File: config.mk
export PLATFORM = sky130hd
export DESIGN_NAME = hlc_top
export DESIGN_NICKNAME = d
export VERILOG_FILES = /design/src/rtl/hlc_pkg.sv /design/src/rtl/hlc_region_decode.sv /design/src/rtl/hlc_classify.sv /design/src/rtl/hlc_top.sv
export SDC_FILE = /design/constraint.sdc
export NUM_CORES = 1
export LEC_CHECK = 0
export CAP_MARGIN = 5
export CORE_MARGIN = 2
export CORE_UTILIZATION = 42
export CTS_BUF_LIST = sky130_fd_sc_hd__clkbuf_4 sky130_fd_sc_hd__clkbuf_8
export DETAILED_ROUTE_END_ITERATION = 12
export GPL_ROUTABILITY_DRIVEN = 0
export PLACE_DENSITY_LB_ADDON = 0.15
export SETUP_SLACK_MARGIN = 0.15
export SLEW_MARGIN = 30
export SYNTH_ARGS = -nofsm -noshare
export SYNTH_HDL_FRONTEND = slang
export SYNTH_SLANG_ARGS = --single-unit
File: constraint.sdc
create_clock -name clk -period 2.1 [get_ports clk]
set_input_delay 0.42 -clock clk [delete_from_list [all_inputs] [get_ports clk]]
set_output_delay 0.42 -clock clk [all_outputs]
set_load 0.1 [all_outputs]
File: src/rtl/hlc_pkg.sv
package hlc_pkg;

    localparam int ADDR_W  = 32;
    localparam int TTYPE_W = 5;
    localparam int TSIZE_W = 3;
    localparam int CODE_W  = 2;

    typedef enum logic [CODE_W-1:0] {
        ERR_NONE     = 2'd0,
        ERR_UNSUP    = 2'd1,
        ERR_COPYBACK = 2'd2,
        ERR_FLASH    = 2'd3
    } err_code_e;

    typedef struct packed {
        logic               ext;
        logic [TTYPE_W-1:0] ttype;
        logic               wr;
        logic               burst;
        logic [TSIZE_W-1:0] tsize;
        logic               cb;
        logic [ADDR_W-1:0]  addr;
    } tenure_t;

    typedef struct packed {
        logic rom;
        logic periph;
        logic iack;
    } region_t;

    localparam logic [TSIZE_W-1:0] SZ_NARROW = 3'd0;
    localparam logic [TSIZE_W-1:0] SZ_WIDE   = 3'd3;

    function automatic logic ttype_reserved(input logic [TTYPE_W-1:0] t);
        return (t[TTYPE_W-1:TTYPE_W-2] == 2'b11) || (t == 5'h07) || (t == 5'h0F);
    endfunction

    function automatic logic in_range(input logic [ADDR_W-1:0] a,
                                      input logic [ADDR_W-1:0] lo,
                                      input logic [ADDR_W-1:0] hi);
        return (a >= lo) && (a <= hi);
    endfunction

endpackage

File: src/rtl/hlc_region_decode.sv
module hlc_region_decode
    import hlc_pkg::*;
#(
    parameter logic [ADDR_W-1:0] ROM_LO      = 32'hFFF0_0000,
    parameter logic [ADDR_W-1:0] ROM_HI      = 32'hFFFF_FFFF,
    parameter logic [ADDR_W-1:0] PERIPH_A_LO = 32'h8000_0000,
    parameter logic [ADDR_W-1:0] PERIPH_A_HI = 32'hBFFF_FFFF,
    parameter logic [ADDR_W-1:0] PERIPH_B_LO = 32'h8000_0000,
    parameter logic [ADDR_W-1:0] PERIPH_B_HI = 32'hFEFF_FFFF,
    parameter logic [ADDR_W-1:0] IACK_A_LO   = 32'hBFFF_FFF0,
    parameter logic [ADDR_W-1:0] IACK_A_HI   = 32'hBFFF_FFFF,
    parameter logic [ADDR_W-1:0] IACK_B_LO   = 32'hFEF0_0000,
    parameter logic [ADDR_W-1:0] IACK_B_HI   = 32'hFEFF_FFFF
) (
    input  logic [ADDR_W-1:0] addr,
    input  logic              map_b,
    output region_t           region
);

    localparam int NMAP = 2;

    logic [NMAP-1:0] periph_hit;
    logic [NMAP-1:0] iack_hit;

    for (genvar m = 0; m < NMAP; m++) begin : g_map
        localparam logic [ADDR_W-1:0] P_LO = (m == 0) ? PERIPH_A_LO : PERIPH_B_LO;
        localparam logic [ADDR_W-1:0] P_HI = (m == 0) ? PERIPH_A_HI : PERIPH_B_HI;
        localparam logic [ADDR_W-1:0] I_LO = (m == 0) ? IACK_A_LO   : IACK_B_LO;
        localparam logic [ADDR_W-1:0] I_HI = (m == 0) ? IACK_A_HI   : IACK_B_HI;
        assign periph_hit[m] = in_range(addr, P_LO, P_HI);
        assign iack_hit[m]   = in_range(addr, I_LO, I_HI);
    end

    always_comb begin
        region.rom    = in_range(addr, ROM_LO, ROM_HI);
        region.periph = periph_hit[map_b];
        region.iack   = iack_hit[map_b];
    end

endmodule

File: src/rtl/hlc_classify.sv
module hlc_classify
    import hlc_pkg::*;
(
    input  logic      clk,
    input  logic      rst,
    input  logic      tv,
    input  tenure_t   ten,
    input  region_t   region,
    input  logic      flash_wr_en,
    input  logic      flash_lock,
    input  logic      rom_narrow,
    output err_code_e code
);

    logic hit_unsup;
    logic hit_cb;
    logic hit_flash;
    logic flash_allowed;
    logic flash_shape_ok;

    always_comb begin
        flash_allowed  = flash_wr_en && !flash_lock;
        flash_shape_ok = !ten.burst &&
                         (ten.tsize == (rom_narrow ? SZ_NARROW : SZ_WIDE));

        hit_unsup = ten.ext || ttype_reserved(ten.ttype) || (ten.wr && region.iack);
        hit_cb    = ten.cb && (region.rom || region.periph);
        hit_flash = ten.wr && region.rom && !(flash_allowed && flash_shape_ok);
    end

    always_comb begin
        if (hit_unsup)      code = ERR_UNSUP;
        else if (hit_cb)    code = ERR_COPYBACK;
        else if (hit_flash) code = ERR_FLASH;
        else                code = ERR_NONE;
    end

    // external control always wins
    p_ext_first_r7: assert property (@(posedge clk) disable iff (rst)
        (tv && ten.ext) |-> (code == ERR_UNSUP));

    // copy-back code only for copy-back tenures into a guarded region
    p_cb_region_r4: assert property (@(posedge clk) disable iff (rst)
        (tv && code == ERR_COPYBACK) |-> (ten.cb && (region.rom || region.periph)));

    // flash code only for writes decoded into ROM space
    p_flash_rom_r5: assert property (@(posedge clk) disable iff (rst)
        (tv && code == ERR_FLASH) |-> (ten.wr && region.rom));

endmodule

File: src/rtl/hlc_top.sv
module hlc_top
    import hlc_pkg::*;
#(
    parameter logic [ADDR_W-1:0] PERIPH_A_LO = 32'h8000_0000,
    parameter logic [ADDR_W-1:0] PERIPH_A_HI = 32'hBFFF_FFFF
) (
    input  logic                clk,
    input  logic                rst,
    input  logic                tv,
    input  logic                ext_ctl,
    input  logic [TTYPE_W-1:0]  ttype,
    input  logic [ADDR_W-1:0]   addr,
    input  logic                wr,
    input  logic                burst,
    input  logic [TSIZE_W-1:0]  tsize,
    input  logic                l2_copyback,
    input  logic                map_b,
    input  logic                cfg_flash_wr_en,
    input  logic                cfg_flash_lock,
    input  logic                cfg_tea_en,
    input  logic                cfg_rom_narrow,
    output logic                term_valid,
    output logic                term_tea,
    output logic                term_ack,
    output logic                err_pulse,
    output logic [CODE_W-1:0]   err_code,
    output logic [ADDR_W-1:0]   err_addr
);

    tenure_t   ten;
    region_t   region;
    err_code_e code;
    logic      viol;

    always_comb begin
        ten.ext   = ext_ctl;
        ten.ttype = ttype;
        ten.wr    = wr;
        ten.burst = burst;
        ten.tsize = tsize;
        ten.cb    = l2_copyback;
        ten.addr  = addr;
    end

    hlc_region_decode #(
        .PERIPH_A_LO (PERIPH_A_LO),
        .PERIPH_A_HI (PERIPH_A_HI)
    ) u_decode (
        .addr   (addr),
        .map_b  (map_b),
        .region (region)
    );

    hlc_classify u_classify (
        .clk         (clk),
        .rst         (rst),
        .tv          (tv),
        .ten         (ten),
        .region      (region),
        .flash_wr_en (cfg_flash_wr_en),
        .flash_lock  (cfg_flash_lock),
        .rom_narrow  (cfg_rom_narrow),
        .code        (code)
    );

    assign viol = (code != ERR_NONE);

    always_ff @(posedge clk) begin
        if (rst) begin
            term_valid <= 1'b0;
            term_tea   <= 1'b0;
            term_ack   <= 1'b0;
            err_pulse  <= 1'b0;
            err_code   <= ERR_NONE;
            err_addr   <= '0;
        end else begin
            term_valid <= tv;
            term_tea   <= tv && viol && cfg_tea_en;
            term_ack   <= tv && !(viol && cfg_tea_en);
            err_pulse  <= tv && viol;
            err_code   <= tv ? code : ERR_NONE;
            if (tv && viol) err_addr <= ten.addr;
        end
    end

    // every tenure gets a termination in the next cycle
    p_term_follows_r8: assert property (@(posedge clk) disable iff (rst)
        (!rst && tv) |=> term_valid);

    // idle cycles produce nothing
    p_idle_quiet_r11: assert property (@(posedge clk) disable iff (rst)
        (!rst && !tv) |=> (!term_valid && !err_pulse));

    // exactly one termination kind when valid
    p_term_kind_r9: assert property (@(posedge clk) disable iff (rst)
        term_valid |-> ($onehot0({term_tea, term_ack}) && (term_tea || term_ack)));

    // transfer error only for a violation
    p_tea_needs_err_r9: assert property (@(posedge clk) disable iff (rst)
        term_tea |-> err_pulse);

    // the pulse carries a nonzero code and the tenure address
    p_pulse_code_r8: assert property (@(posedge clk) disable iff (rst)
        err_pulse |-> (err_code != ERR_NONE));

    p_pulse_addr_r8: assert property (@(posedge clk) disable iff (rst)
        (!rst && tv) |=> (!err_pulse || err_addr == $past(addr)));

endmodule

Word-level counts from Yosys, hierarchy flattened. Cells that the tools add are included.

Flip-flop bits (word level): 38. Output and inout port bits: 38.

Order comparisons: 8. Equality and inequality tests: 4. Mux-type cells: 8. Bitwise gates (word level): 1. Reduce and logical (&&, ||, !) cells: 27.

Operators with widths (number): greater-or-equal comparator 32 bit, second input constant (4); <= comparator 32 bit, second input constant (3); logical AND 1 bit (16); two-way mux 2 bit (4); equality test 5 x 3 -> 1 bit, second input constant (1); equality test 5 x 4 -> 1 bit, second input constant (1); logical OR 1 bit (5); logical NOT 1 bit (4); two-way mux 1 bit (4); equality test 3 bit (1); equality test 2 bit, second input constant (1); less-than comparator 1 x 2 -> 1 bit, second input constant (1); nonzero test 2 bit (1); OR reduction 2 bit (1); NOT 1 bit (1).

Logic depth before layout (Yosys ltp). Gate-level depths: netlist of run 1.

Depth after elaboration: 13. Gate-level depth with buffers: 8. Mapped depth without buffers: 6.

By module. A second synthesis of run 1 with hierarchy kept.

Cell total of the unflattened synthesis: 186. Area, all modules: 1875.5 um^2.

By module, submodules not included: hlc_top (times used 1, cells an instance 153, area each 1620.3 um^2, sequential area each 760.7 um^2); hlc_region_decode (times used 1, cells an instance 20, area each 148.9 um^2, sequential area each 0.0 um^2); hlc_classify (times used 1, cells an instance 13, area each 106.4 um^2, sequential area each 0.0 um^2).

Least setup slack after synthesis of run 1. Ideal clock, no wire load.

Path type: input-to-reg. From: input addr[27]. To: register err_addr[0]. Library setup time: 0.072 ns. Data arrival time: 1.744 ns. Data required time: 2.028 ns. Slack: 0.284 ns. Stages: 8. Path buffers: 2. Cells stage by stage: nand3_1 > or3_1 > and3_1 > o21ai_2 > o21a_1 > buf_6 > buf_12 > mux2i_1.

Cells in the longest elaborated chain, start to end: 10.

Ends and longest elaborated chain: start: declaration (RTL line hlc_top.sv:12) `input logic [ADDR_W-1:0] addr,`; greater-or-equal comparator 32 bit / <= comparator 32 bit (equally long branches) (RTL line hlc_pkg.sv:41) `return (a >= lo) && (a <= hi);`; logical AND 1 bit (RTL line hlc_pkg.sv:41); two-way mux 1 bit (implied by the code) (2 in a row) (RTL line hlc_region_decode.sv:36) `region.periph = periph_hit[map_b];`; logical OR 1 bit (RTL line hlc_classify.sv:27) `hit_cb = ten.cb && (region.rom || region.periph);`; logical AND 1 bit (RTL line hlc_classify.sv:27); two-way mux 2 bit (RTL line hlc_classify.sv:33) `else if (hit_cb) code = ERR_COPYBACK;`; two-way mux 2 bit * (RTL line hlc_classify.sv:32) `if (hit_unsup) code = ERR_UNSUP;`; nonzero test 2 bit * (RTL line hlc_top.sv:66) `assign viol = (code != ERR_NONE);`; logical AND 1 bit * (RTL line hlc_top.sv:82) `if (tv && viol) err_addr <= ten.addr;`; end signal: assignment (RTL line hlc_top.sv:82); end: declaration (RTL line hlc_top.sv:27) `output logic [ADDR_W-1:0] err_addr`.

Mark *: on every way between the ends. The rest lies on a longest branch, timed or not. The select of a mux whose other input is x is not followed. A chain may end at the register's enable or synchronous reset.

Worst setup path after layout of run 1.
From: input burst. To: register term_tea.

Cells in the longest elaborated chain, start to end: 11.

Ends and longest elaborated chain: start: declaration (RTL line hlc_top.sv:14) `input logic burst,`; logical NOT 1 bit (RTL line hlc_classify.sv:23) `flash_shape_ok = !ten.burst &&`; logical AND 1 bit (RTL line hlc_classify.sv:23); logical AND 1 bit (RTL line hlc_classify.sv:28) `hit_flash = ten.wr && region.rom && !(flash_allowed && flash_shape_ok);`; logical NOT 1 bit (RTL line hlc_classify.sv:28); logical AND 1 bit (RTL line hlc_classify.sv:28); two-way mux 2 bit (RTL line hlc_classify.sv:34) `else if (hit_flash) code = ERR_FLASH;`; two-way mux 2 bit (RTL line hlc_classify.sv:33); two-way mux 2 bit (RTL line hlc_classify.sv:32); nonzero test 2 bit (RTL line hlc_top.sv:66); logical AND 1 bit (2 in a row) (RTL line hlc_top.sv:78) `term_tea <= tv && viol && cfg_tea_en;`; end signal: assignment (RTL line hlc_top.sv:78); end: declaration (RTL line hlc_top.sv:23) `output logic term_tea,`.

No other way between the ends.

==> run_results.csv, run 1 <==
group,metric,value,unit
sta,worst_pin_slew,0.444,ns
detailed_routing,vias,1736,
synthesis,synth_most_common_cell,"nand2b_1",
synthesis,async_flop_share,0,
setup_path,start_kind,"input pin",
synthesis,ys_ff_latch,38,
clock_network,cts_sinks,38,
detailed_routing,routedWlPerCell,13.8,um
floorplan,die_area,4980,um2
synthesis,yosysSeqAreaShare,0.409,
placed_design,place_area,2800,um2
synthesis,mappedNetlistNets,242,
setup_path,cp.required,2.27,ns
setup_path,ff2ff_path_depth,2,
sta,setup_viol,0,
clock_network,cts_tree,"yes",
sta,min_period_over_period,0.916,
global_route,grt_max_degree,42,
sta,slew_headroom,0.703,
status,status,"finished clean",
cells_and_area,synthToLayoutAreaGrowth,67.6,%
synthesis,synth.avg_cell_area,9.79,um2
synthesis,ys.flop_type,"dfxtp_1",
sta,period_minus_slack,1.92,ns
setup_path,cp.arrival,2.10,ns
cells_and_area,post-route-cell-area,3120,um2
pwr,p_total,2040,uW
setup_path,cp_max_fo,3,
synthesis,netlist_top_cells_count,"nand2b_1 (59), dfxtp_1 (38), mux2i_1 (32)",
detailed_routing,drc_errors,0,
sta,max_freq,520,MHz
cells_and_area,nets,356,
sta,fin_skew,0,ns
detailed_routing,drt-total-wl,4910,um
floorplan,initial_utilization,0.433,
detailed_routing,drtAntennaViolNets,0,
worst_hold_path,hold_path.class,"in -> reg",
worst_hold_path,whs_path_depth,3,
clock_network,htreeDepth,2,
synthesis,yosys-top-cells-area,"dfxtp_1 (41%), nand2b_1 (20%), mux2i_1 (17%)",
floorplan,die_x,70.5,um
synthesis,syn_area,1860,um2
pwr,p_leak,0.00140,uW
clock_network,cts_root_buf,"clkbuf_8",
floorplan,fp-row-count,24,
detailed_routing,initialDrtViolationCount,88,
floorplan,core_area,4290,um2
cells_and_area,drive_gt1_frac,0.339,
detailed_routing,vias_per_cell,4.88,
setup_path,critPathCaptureType,"flop",
pwr,p_int,1300,uW
pwr,seq_power_share,0.388,
placed_design,portBuffers,89,
synthesis,synth.top_cell.area_share,0.409,
pwr,p_comb_frac,0.376,
clock_network,clockBufferDepth,2,
pwr,switching_share,0.363,
clock_network,cts_made_buffers,5,
setup_path,critPathKind,"in -> reg",
pwr,clockPowerShare,0.236,
synthesis,synth_top_cell_by_area,"dfxtp_1",
placed_design,dp_hpwl,3400,um
synthesis,synth-edff-count,0,
global_route,grt_pass1_vias,1708,
pwr,p_per_area,655,nW/um2
pwr,p_sw,742,uW
floorplan,ios,90,
synthesis,syn_inst,190,
global_route,grt_pass1_wl,7950,um
global_route,antenna_found_initial,0,
synthesis,yosysUniqueCellTypes,31,
sta,rsz0062_at_grt,"true",
clock_network,clock_latency,0.28,ns
global_route,grt_use_total,0.200,
job,maxCapViolCount,0,
global_route,grt.overflow.total,0,
synthesis,synth_warnings,0,
clock_network,clk_pin_slew,0.07,ns
pwr,ir_drop,0.351,mV
sta,slew_violations,0,
floorplan,die_y,70.5,um
clock_network,cts_hold_buffers,0,
detailed_routing,dr.pass1.iters,4,
sta,hold_viol,0,
cells_and_area,n_antenna_cell,0,
[stage by stage]
| step | utilization | cells | setup WS (ns) | TNS, ns | hold WS, ns |
|---|---|---|---|---|---|
| floorplan | - | 190 | 0.284 | 0 | 0.512 |
| global placement | 0.652 | 339 | -0.271 | -8.60 | 0.458 |
| detailed placement | 0.652 | 339 | -0.355 | -10.28 | 0.463 |
| CTS | 0.705 | 352 | 0.156 | 0 | 0.479 |
| global route | 0.726 | 356 | 0.124 | 0 | 0.444 |
| finish | 0.726 | 356 | 0.176 | 0 | 0.426 |
[power by group through the flow]
| stage | clock network, uW | logic [uW] | registers (uW) |
|---|---|---|---|
| 2_1_floorplan | 0 | 157 | 1140 |
| 3_3_place_gp | 0 | 711 | 806 |
| 3_5_place_dp | 0 | 715 | 808 |
| 4_1_cts | 502 | 755 | 792 |
| 5_1_grt | 533 | 800 | 797 |
| 6_report | 483 | 767 | 792 |
[final timing paths]
path | start | to | slack [ns]
hold / removal | addr[28] | err_addr[28] | 0.43
hold reg to reg | err_addr[2] | err_addr[2] | 0.47
setup reg to reg | err_addr[7] | err_addr[7] | 1.48
setup / recovery | burst | term_tea | 0.18
[worst max-delay path, cell delays in order]
cell	delay (ns)
clkdlybuf4s50_1	0.41
nor4b_2	0.30
o21ai_2	0.12
nand3_2	0.11
o21ai_4	0.07
buf_4	0.13
buf_4	0.13
or2_4	0.22
and3_1	0.18
[cell families (layout without fill, tap and decap cells)]
| family | after synthesis | after routing | share of synthesized area |
|---|---|---|---|
| multiplexers | 32 | 32 | 0.172 |
| AND/OR/NAND/NOR | 96 | 96 | 0.322 |
| flip-flops | 38 | 38 | 0.409 |
| buffers and inverters | 12 | 126 | 0.0565 |
| AO/OA/AOI/OAI | 12 | 12 | 0.0404 |
[sequential cells by signal (all words and copies together), names as in the netlist]
name and cells:
term_valid 1, term_tea 1, err_addr 32, err_pulse 1, err_code 2, term_ack 1
[metal layers]
metal | GRT usage | routed length (um) | vias up
met2 | 0.339 | 2320 | 70
met1 | 0.253 | 2160 | 789
met4 | 0.0629 | 85 | 0
met5 | 0 | 0 | -
met3 | 0.0470 | 348 | 8
li1 | - | - | 869
[cell type report]
class	count	area [um2]
fill	337	1180
timing repair buffer	118	1090
tap	52	65.1
sequential	38	761
clock buffer	7	83.8
inverter	1	3.75
multi-input combinational	140	1110
[cell usage in the layout, fill, tap and decap left out, drive strengths merged]
master | synthesis | routed
buf | 5 | 67
nand2b | 59 | 59
dfxtp | 38 | 38
mux2i | 32 | 32
clkdlybuf4s50 | 0 | 30
clkbuf | 6 | 15
dlymetal6s2s | 0 | 10
or2b | 6 | 6
nor2 | 5 | 5
nand3 | 5 | 5
a21oi | 5 | 5
nand2 | 4 | 4
o21ai | 4 | 4
nand4 | 3 | 3
nand4b | 2 | 2
a211oi | 2 | 2
dlygate4sd2 | 0 | 2
and3 | 2 | 2
nor3b | 2 | 2
nor4 | 1 | 1
nand3b | 1 | 1
nor3 | 1 | 1
or3 | 1 | 1
and3b | 1 | 1
nor4b | 1 | 1
or2 | 1 | 1
inv | 1 | 1
and2 | 1 | 1
o21a | 1 | 1
clkdlybuf4s15 | 0 | 1
[repair_timing]
action,CTS,global route
setup buffers,4,4
gates cloned,2,0
gates resized for setup,24,42
setup endpoints to repair,32,35
pin swaps,9,14
Note: power is estimated with default switching activity, not from simulation.
==> run 2: changes to the inputs <==
ABC_CLOCK_PERIOD_IN_PS = 1900   (was unset)
CORE_MARGIN = 8   (was 2)
clock period = 1.9 ns   (was 2.1 ns; I/O delays follow)
==> run_results.csv, run 2 (synthesis results as in run 1) <==
group,metric,value,unit
placed_design,dp.cells,338,
clock_network,clockBufferDepth,2,
clock_network,cts_hold_buffers,0,
pwr,p_int,1480,uW
floorplan,ios,90,
setup_path,start_kind,"input pin",
setup_path,cp.required,2.09,ns
detailed_routing,routedWlPerCell,15.4,um
status,status,"finished clean",
setup_path,cp.arrival,1.96,ns
setup_path,critPathCaptureType,"flop",
setup_path,cp_max_fo,3,
sta,max_freq,565,MHz
sta,period_minus_slack,1.77,ns
global_route,grt_max_degree,49,
global_route,grt_use_total,0.162,
cells_and_area,mostFrequentLayoutCells,"nand2b_1 (59), buf_4 (58), dfxtp_1 (38)",
sta,min_period_over_period,0.932,
placed_design,dp_hpwl,3940,um
pwr,seq_power_share,0.376,
clock_network,clock_latency,0.29,ns
pwr,p_per_area,726,nW/um2
worst_hold_path,hold_path.class,"in -> reg",
clock_network,clk_pin_slew,0.07,ns
global_route,grt.overflow.total,0,
cells_and_area,top_register,"err_addr",
floorplan,die_y,82.5,um
clock_network,cts_made_buffers,5,
sta,fin_skew,0,ns
detailed_routing,drt-total-wl,5590,um
clock_network,cts_root_buf,"clkbuf_8",
detailed_routing,initialDrtViolationCount,79,
setup_path,critPathKind,"in -> reg",
pwr,clockPowerShare,0.250,
cells_and_area,largest_registers,"err_addr (32), err_code (2)",
detailed_routing,vias_per_cell,4.94,
floorplan,fp-row-count,24,
detailed_routing,drtAntennaViolNets,0,
sta,slew_headroom,0.807,
sta,rsz0062_at_grt,"true",
job,maxCapViolCount,0,
placed_design,place_area,2820,um2
pwr,p_comb_frac,0.374,
cells_and_area,synthToLayoutAreaGrowth,72.7,%
clock_network,cts_tree,"yes",
pwr,p_total,2330,uW
global_route,grt_pass1_vias,1839,
cells_and_area,drive_gt1_frac,0.374,
floorplan,die_area,6810,um2
cells_and_area,nFillCells,323,
global_route,grt_pass1_wl,8540,um
pwr,switching_share,0.367,
pwr,ir_drop,0.408,mV
floorplan,core_area,4320,um2
cells_and_area,final_cells,362,
cells_and_area,n_antenna_cell,0,
detailed_routing,dr.pass1.iters,4,
pwr,p_leak,0.00142,uW
global_route,antenna_found_initial,0,
detailed_routing,drc_errors,0,
pwr,p_sw,855,uW
cells_and_area,nets,361,
clock_network,htreeDepth,2,
placed_design,portBuffers,89,
cells_and_area,post-route-cell-area,3210,um2
cells_and_area,largest_reg_flops,32,
detailed_routing,vias,1788,
sta,setup_viol,0,
cells_and_area,layout_commonest_cell,"nand2b_1",
sta,slew_violations,0,
sta,worst_pin_slew,0.293,ns
floorplan,initial_utilization,0.430,
sta,hold_viol,0,
clock_network,cts_sinks,38,
floorplan,die_x,82.5,um
## run 2: cell count changes in the layout (fill, tap and decap cells not counted), sizes merged
| cell | previous run | this run |
|---|---|---|
| buf | 67 | 80 |
| clkbuf | 15 | 12 |
| clkdlybuf4s15 | 1 | 4 |
| clkdlybuf4s50 | 30 | 8 |
| clkinv | 0 | 1 |
| dlygate4sd2 | 2 | 26 |
| dlymetal6s2s | 10 | 0 |
## run 2: worst paths after layout
check,to,depth (start not counted),start,slack (ns)
max,term_tea,11,addr[24],0.13
min,err_addr[28],3,addr[28],0.38
min reg2reg,err_addr[17],2,err_addr[17],0.47
max reg2reg,err_addr[6],2,err_addr[6],1.25
## run 2: timing repair
action                     in CTS  in global routing
gates resized for setup       103                 22
setup endpoints to repair      36                 35
setup buffers                  10                  2
pin swaps                      24                 12
cloned                          3                  1
## run 2: final cells by class
type | instances | area [um2] | share of cell area
tap | 52 | 65.1 | 0.0203
timing repair buffer | 123 | 1150 | 0.360
multi-input combinational | 140 | 1130 | 0.353
inverter | 1 | 3.75 | 0.00117
clock buffer | 7 | 90.1 | 0.0280
sequential | 38 | 761 | 0.237
clock inverter | 1 | 5.00 | 0.00156
## run 2: power groups by stage
| stage | clock network (uW) | registers, uW | logic, uW |
|---|---|---|---|
| after CTS | 596 | 876 | 849 |
| after detailed placement | 0 | 894 | 800 |
| final | 582 | 876 | 873 |
| after global placement | 0 | 893 | 797 |
| after floorplan | 0 | 1260 | 174 |
| after global routing | 635 | 882 | 907 |
## run 2: worst max-delay path: stages
cell and delay, ns:
clkdlybuf4s15_2 0.19, nand3_2 0.07, buf_4 0.14, o21ai_1 0.14, and3_4 0.21, o21ai_4 0.07, buf_4 0.13, buf_4 0.11
buf_4 0.12, or2_4 0.23, and3_1 0.17
## run 2: per-layer routing
layer | GRT usage | up-vias | wire [um]
met2 | 0.268 | 67 | 2650
li1 | - | 880 | -
met1 | 0.189 | 834 | 2380
met4 | 0.0448 | 0 | 57
met3 | 0.0671 | 7 | 500
met5 | 0 | - | 0
## run 2: per-stage QoR
step                      hold WS [ns]  worst slack [ns]   util  setup TNS (ns)
final                            0.381             0.130  0.743               0
after CTS                        0.370             0.192  0.725               0
after detailed placement         0.461            -0.485  0.653          -15.88
after global routing             0.375            0.0876  0.743               0
after global placement           0.458            -0.491  0.653          -16.62
after floorplan                  0.472             0.153      -               0
